===== config.mk =====
export PLATFORM = sky130hd
export DESIGN_NAME = mbx_host_queue
export DESIGN_NICKNAME = d
export VERILOG_FILES = /design/src/rtl/mbx_pkg.sv /design/src/rtl/mbx_fwd_queue.sv /design/src/rtl/mbx_rev_queue.sv /design/src/rtl/mbx_irq_ctrl.sv /design/src/rtl/mbx_host_queue.sv
export SDC_FILE = /design/constraint.sdc
export NUM_CORES = 1
export LEC_CHECK = 0
export BUFFER_PORTS_ARGS = -buffer_cell sky130_fd_sc_hd__buf_2
export CAP_MARGIN = 0
export CORE_ASPECT_RATIO = 0.75
export CORE_MARGIN = 2
export CORE_UTILIZATION = 35
export CTS_CLUSTER_DIAMETER = 120
export DETAILED_ROUTE_END_ITERATION = 8
export PLACE_DENSITY = 0.55
export RECOVER_POWER = 25
export SYNTH_ARGS = -nofsm -noshare
export SYNTH_HDL_FRONTEND = slang
export SYNTH_HIERARCHICAL = 1
export SYNTH_SLANG_ARGS = --single-unit
export TNS_END_PERCENT = 100

===== constraint.sdc =====
create_clock -name clk -period 6.68 [get_ports clk]
set_clock_uncertainty 0.1 [all_clocks]
set_input_delay 1.336 -clock clk [delete_from_list [all_inputs] [get_ports clk]]
set_output_delay 1.336 -clock clk [all_outputs]
set_load 0.005 [all_outputs]

===== src/rtl/mbx_pkg.sv =====
package mbx_pkg;
   // register offsets (bytes)
   localparam int OFS_IRQ_STS   = 'h000;
   localparam int OFS_MASK_BASE = 'h004;
   localparam int OFS_FWD_ADDR  = 'h030;
   localparam int OFS_FWD_SIZE  = 'h034;
   localparam int OFS_FWD_SEQ   = 'h038;
   localparam int OFS_FWD_CMD   = 'h03C;
   localparam int OFS_REV_CMD   = 'h0BC;

   // command word fields
   localparam int CMD_WAIT    = 0;
   localparam int CMD_DONE    = 1;
   localparam int CMD_STS_LO  = 2;
   localparam int CMD_STS_W   = 3;
   localparam int CMD_STATIC  = 5;
   localparam int CMD_FUNC_LO = 11;
   localparam int CMD_FUNC_W  = 4;

   // interrupt status field
   localparam int IRQ_MBX_BIT = 8;
endpackage


===== src/rtl/mbx_fwd_queue.sv =====
module mbx_fwd_queue
   import mbx_pkg::*;
#(
   parameter int ADDR_W = 12,
   parameter int DATA_W = 32
) (
   input  logic                  clk,
   input  logic                  rst_n,
   input  logic                  host_we,
   input  logic [ADDR_W-1:0]     host_addr,
   input  logic [DATA_W-1:0]     host_wdata,
   input  logic                  proc_done,
   input  logic [DATA_W-1:0]     proc_tag,
   input  logic [CMD_STS_W-1:0]  proc_status,
   output logic [DATA_W-1:0]     addr_q,
   output logic [DATA_W-1:0]     size_q,
   output logic [DATA_W-1:0]     seq_q,
   output logic [DATA_W-1:0]     cmd_q,
   output logic [DATA_W-1:0]     tag_q,
   output logic                  doorbell
);
   logic wr_addr, wr_size, wr_seq, wr_cmd, post, accept, pending_q;
   logic [DATA_W-1:0] cmd_nxt;

   assign wr_addr = host_we && (host_addr == ADDR_W'(OFS_FWD_ADDR));
   assign wr_size = host_we && (host_addr == ADDR_W'(OFS_FWD_SIZE));
   assign wr_seq  = host_we && (host_addr == ADDR_W'(OFS_FWD_SEQ));
   assign wr_cmd  = host_we && (host_addr == ADDR_W'(OFS_FWD_CMD));
   assign post    = wr_cmd && host_wdata[CMD_WAIT];
   // a host posting wins over a completion in the same cycle
   assign accept  = proc_done && pending_q && (proc_tag == tag_q) && !wr_cmd;

   always_comb begin
      cmd_nxt = cmd_q;
      if (wr_cmd) begin
         cmd_nxt = host_wdata;
         if (post) begin
            cmd_nxt[CMD_DONE] = 1'b0;
            cmd_nxt[CMD_STS_LO +: CMD_STS_W] = '0;
         end else begin
            cmd_nxt[CMD_DONE] = cmd_q[CMD_DONE];
            cmd_nxt[CMD_STS_LO +: CMD_STS_W] = cmd_q[CMD_STS_LO +: CMD_STS_W];
         end
      end else if (accept) begin
         cmd_nxt[CMD_DONE] = 1'b1;
         cmd_nxt[CMD_STS_LO +: CMD_STS_W] = proc_status;
      end
   end

   always_ff @(posedge clk or negedge rst_n) begin
      if (!rst_n) begin
         addr_q    <= '0;
         size_q    <= '0;
         seq_q     <= '0;
         cmd_q     <= '0;
         tag_q     <= '0;
         pending_q <= 1'b0;
         doorbell  <= 1'b0;
      end else begin
         if (wr_addr) addr_q <= host_wdata;
         if (wr_size) size_q <= host_wdata;
         if (wr_seq)  seq_q  <= host_wdata;
         cmd_q    <= cmd_nxt;
         doorbell <= post;
         if (post) begin
            tag_q     <= seq_q;
            pending_q <= 1'b1;
         end else if (accept) begin
            pending_q <= 1'b0;
         end
      end
   end

   AST_DOORBELL_FRESH: assert property (@(posedge clk) disable iff (!rst_n)
      doorbell |-> (!cmd_q[CMD_DONE] && pending_q));
   AST_DONE_NEEDS_PENDING: assert property (@(posedge clk) disable iff (!rst_n)
      $rose(cmd_q[CMD_DONE]) |-> $past(pending_q));
   AST_STALE_IGNORED: assert property (@(posedge clk) disable iff (!rst_n)
      (proc_done && (proc_tag != tag_q) && !host_we) |=> $stable(cmd_q));
   AST_IDLE_IGNORED: assert property (@(posedge clk) disable iff (!rst_n)
      (proc_done && !pending_q && !host_we) |=> $stable(cmd_q));
endmodule


===== src/rtl/mbx_rev_queue.sv =====
module mbx_rev_queue
   import mbx_pkg::*;
#(
   parameter int ADDR_W = 12,
   parameter int DATA_W = 32
) (
   input  logic                  clk,
   input  logic                  rst_n,
   input  logic                  host_we,
   input  logic [ADDR_W-1:0]     host_addr,
   input  logic [DATA_W-1:0]     host_wdata,
   input  logic                  proc_post,
   input  logic [CMD_FUNC_W-1:0] proc_func,
   input  logic [CMD_STS_W-1:0]  proc_status,
   output logic [DATA_W-1:0]     cmd_q,
   output logic                  ack,
   output logic                  set_evt
);
   logic wr_cmd, host_ack, pending_q;

   assign wr_cmd   = host_we && (host_addr == ADDR_W'(OFS_REV_CMD));
   // a new post takes the word; an ack in the same cycle is dropped
   assign host_ack = wr_cmd && host_wdata[CMD_DONE] && pending_q && !proc_post;
   assign set_evt  = proc_post;

   always_ff @(posedge clk or negedge rst_n) begin
      if (!rst_n) begin
         cmd_q     <= '0;
         pending_q <= 1'b0;
         ack       <= 1'b0;
      end else begin
         ack <= host_ack;
         if (proc_post) begin
            cmd_q <= '0;
            cmd_q[CMD_FUNC_LO +: CMD_FUNC_W] <= proc_func;
            cmd_q[CMD_STS_LO +: CMD_STS_W]   <= proc_status;
            cmd_q[CMD_WAIT]                  <= 1'b1;
            pending_q <= 1'b1;
         end else if (wr_cmd) begin
            cmd_q <= host_wdata;
            if (host_ack) pending_q <= 1'b0;
         end
      end
   end

   AST_ACK_SEES_DONE: assert property (@(posedge clk) disable iff (!rst_n)
      ack |-> cmd_q[CMD_DONE]);
   AST_POST_LOADS_WORD: assert property (@(posedge clk) disable iff (!rst_n)
      $past(proc_post) |-> (cmd_q[CMD_WAIT] && !cmd_q[CMD_DONE]));
endmodule


===== src/rtl/mbx_irq_ctrl.sv =====
module mbx_irq_ctrl
   import mbx_pkg::*;
#(
   parameter int ADDR_W      = 12,
   parameter int DATA_W      = 32,
   parameter int MASK_REGS   = 2,
   parameter bit IRQ_REG_OUT = 1'b0
) (
   input  logic                          clk,
   input  logic                          rst_n,
   input  logic                          host_we,
   input  logic [ADDR_W-1:0]             host_addr,
   input  logic [DATA_W-1:0]             host_wdata,
   input  logic                          set_evt,
   output logic                          sts_q,
   output logic [MASK_REGS*DATA_W-1:0]   mask_flat,
   output logic                          irq
);
   logic clr;
   logic [DATA_W-1:0] mask_q [MASK_REGS];
   logic irq_raw;

   assign clr = host_we && (host_addr == ADDR_W'(OFS_IRQ_STS)) && host_wdata[IRQ_MBX_BIT];

   always_ff @(posedge clk or negedge rst_n) begin
      if (!rst_n) begin
         sts_q <= 1'b0;
         for (int i = 0; i < MASK_REGS; i++) mask_q[i] <= '0;
      end else begin
         if (set_evt)  sts_q <= 1'b1;
         else if (clr) sts_q <= 1'b0;
         for (int i = 0; i < MASK_REGS; i++)
            if (host_we && (host_addr == ADDR_W'(OFS_MASK_BASE + 4 * i)))
               mask_q[i] <= host_wdata;
      end
   end

   for (genvar g = 0; g < MASK_REGS; g++) begin : g_flat
      assign mask_flat[g*DATA_W +: DATA_W] = mask_q[g];
   end

   assign irq_raw = sts_q & ~mask_q[0][IRQ_MBX_BIT];

   if (IRQ_REG_OUT) begin : g_irq_reg
      logic irq_q;
      always_ff @(posedge clk or negedge rst_n) begin
         if (!rst_n) irq_q <= 1'b0;
         else        irq_q <= irq_raw;
      end
      assign irq = irq_q;
      AST_IRQ_MASKED: assert property (@(posedge clk) disable iff (!rst_n)
         $past(mask_q[0][IRQ_MBX_BIT]) |-> !irq);
   end else begin : g_irq_comb
      assign irq = irq_raw;
      AST_IRQ_MASKED: assert property (@(posedge clk) disable iff (!rst_n)
         mask_q[0][IRQ_MBX_BIT] |-> !irq);
      AST_IRQ_NEEDS_STS: assert property (@(posedge clk) disable iff (!rst_n)
         irq |-> sts_q);
   end

   AST_STS_W1C: assert property (@(posedge clk) disable iff (!rst_n)
      (clr && !set_evt) |=> !sts_q);
   AST_SET_WINS: assert property (@(posedge clk) disable iff (!rst_n)
      set_evt |=> sts_q);
endmodule


===== src/rtl/mbx_host_queue.sv =====
module mbx_host_queue
   import mbx_pkg::*;
#(
   parameter int ADDR_W      = 12,
   parameter int DATA_W      = 32,
   parameter int MASK_REGS   = 2,
   parameter bit IRQ_REG_OUT = 1'b0
) (
   input  logic                  clk,
   input  logic                  rst_n,
   input  logic                  host_we,
   input  logic [ADDR_W-1:0]     host_addr,
   input  logic [DATA_W-1:0]     host_wdata,
   output logic [DATA_W-1:0]     host_rdata,
   output logic                  host_irq,
   output logic                  fwd_doorbell,
   output logic [DATA_W-1:0]     fwd_desc_addr,
   output logic [DATA_W-1:0]     fwd_desc_size,
   output logic [CMD_FUNC_W-1:0] fwd_func,
   output logic [DATA_W-1:0]     fwd_tag,
   input  logic                  proc_fwd_done,
   input  logic [DATA_W-1:0]     proc_fwd_tag,
   input  logic [CMD_STS_W-1:0]  proc_fwd_status,
   input  logic                  proc_rev_post,
   input  logic [CMD_FUNC_W-1:0] proc_rev_func,
   input  logic [CMD_STS_W-1:0]  proc_rev_status,
   output logic                  rev_ack
);
   localparam int MASK_END = OFS_MASK_BASE + 4 * MASK_REGS;

   if (DATA_W < CMD_FUNC_LO + CMD_FUNC_W) begin : g_bad_width
      $error("DATA_W too narrow for the command word");
   end
   if (MASK_REGS < 1 || MASK_END > OFS_FWD_ADDR) begin : g_bad_masks
      $error("MASK_REGS must be 1..11");
   end
   if ((1 << ADDR_W) <= OFS_REV_CMD) begin : g_bad_addr
      $error("ADDR_W too narrow for the register map");
   end

   logic [DATA_W-1:0] seq_q, fwd_cmd_q, rev_cmd_q;
   logic [MASK_REGS*DATA_W-1:0] mask_flat;
   logic sts_q, rev_set;

   mbx_fwd_queue #(.ADDR_W(ADDR_W), .DATA_W(DATA_W)) i_fwd (
      .clk         (clk),
      .rst_n       (rst_n),
      .host_we     (host_we),
      .host_addr   (host_addr),
      .host_wdata  (host_wdata),
      .proc_done   (proc_fwd_done),
      .proc_tag    (proc_fwd_tag),
      .proc_status (proc_fwd_status),
      .addr_q      (fwd_desc_addr),
      .size_q      (fwd_desc_size),
      .seq_q       (seq_q),
      .cmd_q       (fwd_cmd_q),
      .tag_q       (fwd_tag),
      .doorbell    (fwd_doorbell)
   );

   mbx_rev_queue #(.ADDR_W(ADDR_W), .DATA_W(DATA_W)) i_rev (
      .clk         (clk),
      .rst_n       (rst_n),
      .host_we     (host_we),
      .host_addr   (host_addr),
      .host_wdata  (host_wdata),
      .proc_post   (proc_rev_post),
      .proc_func   (proc_rev_func),
      .proc_status (proc_rev_status),
      .cmd_q       (rev_cmd_q),
      .ack         (rev_ack),
      .set_evt     (rev_set)
   );

   mbx_irq_ctrl #(
      .ADDR_W(ADDR_W), .DATA_W(DATA_W),
      .MASK_REGS(MASK_REGS), .IRQ_REG_OUT(IRQ_REG_OUT)
   ) i_irq (
      .clk        (clk),
      .rst_n      (rst_n),
      .host_we    (host_we),
      .host_addr  (host_addr),
      .host_wdata (host_wdata),
      .set_evt    (rev_set),
      .sts_q      (sts_q),
      .mask_flat  (mask_flat),
      .irq        (host_irq)
   );

   assign fwd_func = fwd_cmd_q[CMD_FUNC_LO +: CMD_FUNC_W];

   always_comb begin
      host_rdata = '0;
      if (host_addr == ADDR_W'(OFS_IRQ_STS)) host_rdata[IRQ_MBX_BIT] = sts_q;
      if (host_addr == ADDR_W'(OFS_FWD_ADDR)) host_rdata = fwd_desc_addr;
      if (host_addr == ADDR_W'(OFS_FWD_SIZE)) host_rdata = fwd_desc_size;
      if (host_addr == ADDR_W'(OFS_FWD_SEQ))  host_rdata = seq_q;
      if (host_addr == ADDR_W'(OFS_FWD_CMD))  host_rdata = fwd_cmd_q;
      if (host_addr == ADDR_W'(OFS_REV_CMD))  host_rdata = rev_cmd_q;
      for (int i = 0; i < MASK_REGS; i++)
         if (host_addr == ADDR_W'(OFS_MASK_BASE + 4 * i))
            host_rdata = mask_flat[i*DATA_W +: DATA_W];
   end
endmodule


==> impl_metrics.ini, run 1 <==
[logic_synthesis]
synthDistinctLibCells = 54
synth_top_area_frac = 0.484
synth_nets = 1199
synth_edf_count = 0
synth_cells = 1108
synth_ff_type = dfrtp_1
syn_area_sq_um = 13500
yosys.area.top_type = dfrtp_1
synth_area_leaders = dfrtp_1 48%, mux2_2 13%, mux2_4 7.3%, o2111ai_1 4.0%, mux2i_1 3.6%
synth_warnings = 6
synth-seq-area-share = 0.484
avgSynthCellArea_sq_um = 12.2
synth-seq-cells = 261
async_reset_ff_frac = 1.00

[timing]
slew_headroom = -1.99
period_needed_ps = 5620
fin_setup_tns_ps = 0
slew_viol_final = 76
worst_pin_slew_ps = 4480
post-route-period-util = 0.842
setup_viol = 0
worst_slack_ps = 1060
final_hold_viol_count = 0
fmax_ghz = 0.178
rsz0062_at_grt = false

[cts]
cts_hold_buffers = 0
cts_tree = yes
cts.clk_slew.worst_paths_ps = 60
clk_path_buf_depth = 3
clk_latency_ps = 580
clockRootBuffer = clkbuf_16
h-tree-depth = 1
clkSinkCount = 261
numCtsBuffers = 29
cts_resized = 0
post_cts_buffers = 0

[setup_path]
cp_max_fo = 14
start_kind = input pin
crit_arrival_ps = 4190
critical_path_class = input pin to output port
cp.required_ps = 5240
reg2reg_depth = 5
r2r_setup_slack_ps = 3480
rr_startpoint = i_fwd/tag_q[28]
endpoint_kind = output port
crit_start = host_addr[9]

[floorplanning]
start_util = 0.354
dieArea_sq_um = 40200
core_area_sq_um = 38200
num_io_pins = 226
num_rows = 62
die_w_um = 231
die_h_um = 174

[grt]
antenna_found_initial = 1
top_usage_layer = met1
grt_overflow_total = 0
grt_max_degree = 128
gr-usage-met2 = 0.335
met3_usage = 0.0525
globalRouteMet1Util = 0.337
grt_pass1_vias = 10133
grt_first_pass_wirelength_mm = 68.4
grt_usage = 0.227

[placement]
place_ws_ps = 1050
gp_congestion = 0.861
port_buffers = 225
hpwl_mm = 29.5
postPlaceCellArea_sq_um = 14900
dp_cells = 1774

[cells_and_area]
areaGrowthSynthToFinish_pct = 16.9
instances_no_fill = 1825
final_nets = 1384
drive_gt1_frac = 0.408
fin_area_sq_um = 15800

[drt]
drc = 0
antenna_left = 0
drt_iter0_markers = 893
vias_per_cell = 5.49
first_pass_iters = 5
wl_mm = 45.9
num_vias = 10022
wl_per_cell_um = 25.1

[power]
p_per_area_nw_per_um2 = 213
vdd_drop_max_v = 0.000171
finalPower_w = 0.00336
total_leakage_power_nw = 7.88

[min_path]
holdCritStartpoint = i_fwd/cmd_q[0]
hold_depth = 2
hold_path.class = flip-flop to flip-flop

[flow_run]
maxCapViolCount = 1

[status]
status = complete, but fails checks
violations = max-capacitance violations, max-slew violations
[cells in the final DEF, fill, tap and decap left out, types with 31 or more instances in the layout]
cell | Yosys | routed
dfrtp_1 | 261 | 261
buf_2 | 37 | 223
mux2_2 | 152 | 152
nand2_1 | 87 | 86
mux2_4 | 66 | 66
o2111ai_1 | 62 | 62
mux2i_1 | 49 | 49
nor2_1 | 40 | 40
inv_1 | 37 | 37
nand4_1 | 36 | 36
o21a_1 | 32 | 32
o21ai_0 | 32 | 32
a22o_1 | 32 | 32
o211ai_1 | 31 | 31
xor2_1 | 31 | 31
[flip-flops by register name (all words and copies together) (netlist names)]
register / flops
i_irq/mask_flat: 64
i_fwd/addr_q: 32
i_fwd/cmd_q: 32
i_fwd/seq_q: 32
i_fwd/size_q: 32
i_fwd/tag_q: 32
i_rev/cmd_q: 32
i_fwd/doorbell: 1
i_fwd/pending_q: 1
i_irq/sts_q: 1
i_rev/ack: 1
i_rev/pending_q: 1
[worst paths after layout]
kind,end
hold / removal,i_fwd/cmd_q[0]
hold reg to reg,i_fwd/cmd_q[0]
setup / recovery,host_rdata[31]
max in group asynchronous,i_irq/mask_flat[54]
min in group asynchronous,i_fwd/size_q[6]
setup reg to reg,i_fwd/cmd_q[2]
[report_power, final]
group          total (W)  switching, W  internal (W)  leakage (nW)
clock            0.00156      0.000681      0.000882         0.455
combinational   0.000202      0.000147     0.0000551          3.81
sequential       0.00160    0.00000569       0.00159          3.61
total            0.00336      0.000834       0.00253          7.88
[cell usage after synthesis (all sizes together) (31+ instances only)]
master,count
o2111ai,62
nand4,38
xor2,31
a22o,32
inv,38
nand2,87
dfrtp,261
o21ai,32
o21a,32
mux2,219
o211ai,31
buf,64
mux2i,49
nor2,40
[metrics by stage]
step,hold slack (ps),utilization
after floorplan,339,-
after global routing,408,0.414
after CTS,372,0.414
after detailed placement,358,0.390
final,373,0.414
after global placement,354,0.390
[routing by layer]
| layer | wire [um] | vias to the layer above |
|---|---|---|
| li1 | - | 4434 |
| met1 | 22000 | 5199 |
| met2 | 19900 | 337 |
| met3 | 3140 | 52 |
| met4 | 859 | 0 |
| met5 | 0 | - |
[kinds of logic (layout without fill, tap and decap cells)]
logic type | after synthesis | in the layout | share of synthesized area
muxes | 268 | 268 | 0.237
buffers and inverters | 130 | 334 | 0.0566
xor gates and xnor gates | 32 | 32 | 0.0207
DFF | 261 | 261 | 0.484
and+or+nand+nor | 220 | 220 | 0.0899
other | 0 | 1 | 0
AOI/OAI and AO/OA | 197 | 197 | 0.112
[final cells by class]
type	instances	area, sq um
Fill cell	3694	22400
Sequential cell	261	6530
Multi-Input combinational cell	717	6250
Timing Repair Buffer	246	1310
Clock buffer	42	855
Tap cell	512	641
Inverter	38	143
Clock inverter	8	53.8
Antenna cell	1	2.50
[worst max-delay path: stages]
cell and delay [ps]:
buf_2 160, or4_4 600, nor4_4 980, o2111ai_1 490
o2111ai_1 240, a22o_1 230, buf_2 140
Power figures use the tool's default switching activity.
==> run 2: changes to the inputs <==
==> constraint.sdc (replaced) <==
create_clock -name clk -period 5.5 [get_ports clk]
set_clock_uncertainty 0.1 [all_clocks]
set_input_delay 1.1 -clock clk [delete_from_list [all_inputs] [get_ports clk]]
set_output_delay 1.1 -clock clk [all_outputs]
set_load 0.005 [all_outputs]
==> impl_metrics.ini, run 2 (synthesis gave the netlist of run 1 again) <==
[status]
status = complete, but fails checks
violations = max-capacitance violations, max-slew violations

[drt]
highest_layer = met4
wl_met3_mm = 3.12
antenna_left = 0
wl_per_cell_um = 24.8
first_pass_iters = 5
num_vias = 10163
vias_per_cell = 5.54
wl_mm = 45.6
wl_met2_mm = 19.5
wl_met1_mm = 21.9
drt_iter0_markers = 817
drc = 0

[grt]
grt_usage = 0.224
grt_overflow_total = 0
grt_max_degree = 112
grt_pass1_vias = 10159
grt_first_pass_wirelength_mm = 68.0
antenna_found_initial = 1

[cells_and_area]
fin_area_sq_um = 15900
instances_no_fill = 1836
largest_reg_flops = 64
final_nets = 1392
fillers = 3686
multi_input_area_sq_um = 6260
areaGrowthSynthToFinish_pct = 18.1
seq_area_sq_um = 6530
drive_gt1_frac = 0.412
final_cell_mix = 261 x dfrtp_1, 223 x buf_2, 152 x mux2_2
antennaDiodeCount = 0
layout_commonest_cell = dfrtp_1

[setup_path]
crit_arrival_ps = 3710
start_kind = input pin
crit_family = simple AND/OR/NAND/NOR gates
endpoint_kind = output port
cp_max_fo = 12
cp_cell_sequence = buf_2 > or4_4 > nor4_4 > buf_4 > o2111ai_1 > o2111ai_1 > a22o_1 > buf_2
crit_path_max_incr_delay_ps = 870
cp.required_ps = 4300
critical_path_class = input pin to output port
slowest_stage = nor4_4
path_buf_inv = 3

[cts]
clockRootBuffer = clkbuf_16
h-tree-depth = 1
cts.clk_slew.worst_paths_ps = 60
clk_latency_ps = 570
cts_tree = yes
cts_resized = 0
clk_path_buf_depth = 3
post_cts_buffers = 0
clkSinkCount = 261
cts_hold_buffers = 0
numCtsBuffers = 29

[floorplanning]
die_w_um = 231
core_area_sq_um = 38200
start_util = 0.354
die_h_um = 174
num_rows = 62
dieArea_sq_um = 40200
num_io_pins = 226

[placement]
dp_cells = 1782
port_buffers = 225
hpwl_mm = 29.9
postPlaceCellArea_sq_um = 15000
gp_congestion = 0.830

[min_path]
hold_path.class = flip-flop to flip-flop

[power]
vdd_drop_max_v = 0.000217
finalPower_w = 0.00414
total_leakage_power_nw = 7.94
p_per_area_nw_per_um2 = 260

[timing]
worst_pin_slew_ps = 4070
setup_viol = 0
slew_viol_final = 86
fmax_ghz = 0.204
fin_setup_tns_ps = 0
slew_headroom = -1.71
rsz0062_at_grt = false
post-route-period-util = 0.892
period_needed_ps = 4910
final_hold_viol_count = 0

[flow_run]
maxCapViolCount = 1
[run 2: changes by cell type in the layout (fill, tap and decap cells not counted), sizes merged]
| cell | previous run | this run |
|---|---|---|
| bufinv | 0 | 2 |
| clkbuf | 43 | 42 |
| dlymetal6s2s | 0 | 1 |
| diode | 1 | 0 |
| inv | 40 | 39 |
| buf | 245 | 252 |
| clkinvlp | 0 | 3 |
| clkinv | 6 | 7 |
[run 2: path summary, 6_finish.rpt]
path	from	to	slack, ps	cells past startpoint
hold / removal	i_fwd/cmd_q[0]	i_fwd/cmd_q[0]	380	2
min in group asynchronous	rst_n	i_fwd/addr_q[1]	1860	1
max in group asynchronous	rst_n	i_fwd/addr_q[15]	1080	2
hold reg to reg	i_fwd/cmd_q[0]	i_fwd/cmd_q[0]	380	2
setup / recovery	host_addr[9]	host_rdata[31]	590	8
setup reg to reg	i_fwd/tag_q[28]	i_fwd/cmd_q[4]	2370	5
[run 2: metal layers]
layer	vias up	global-route usage
met4	0	0.0540
met3	64	0.0405
met5	-	0
li1	4470	-
met1	5236	0.342
met2	393	0.327
[run 2: report_power, final]
group | internal [W] | switching (W)
Combinational | 0.0000704 | 0.000180
Clock | 0.00112 | 0.000830
Sequential | 0.00193 | 0.00000726
[run 2: cell type report]
class | count | share of cell area
clock buffer | 41 | 0.0508
clock inverter | 13 | 0.00816
inverter | 38 | 0.00894
multi-input combinational | 717 | 0.393
sequential | 261 | 0.410
tap | 512 | 0.0402
timing repair buffer | 254 | 0.0894
[run 2: worst reg2reg max path, stage by stage (launching register included)]
cell and delay, ps:
dfrtp_1 440, xor2_1 260, nor4_1 840, nand3_1 410, nor4b_4 730, mux2i_1 270
[run 2: stage by stage]
step                      hold slack (ps)  utilization  worst slack [ps]
final                                 382        0.418               593
after global routing                  379        0.418               264
after CTS                             378        0.418               651
after detailed placement              362        0.393               663
after global placement                353        0.393               686
after floorplan                       339            -              1750
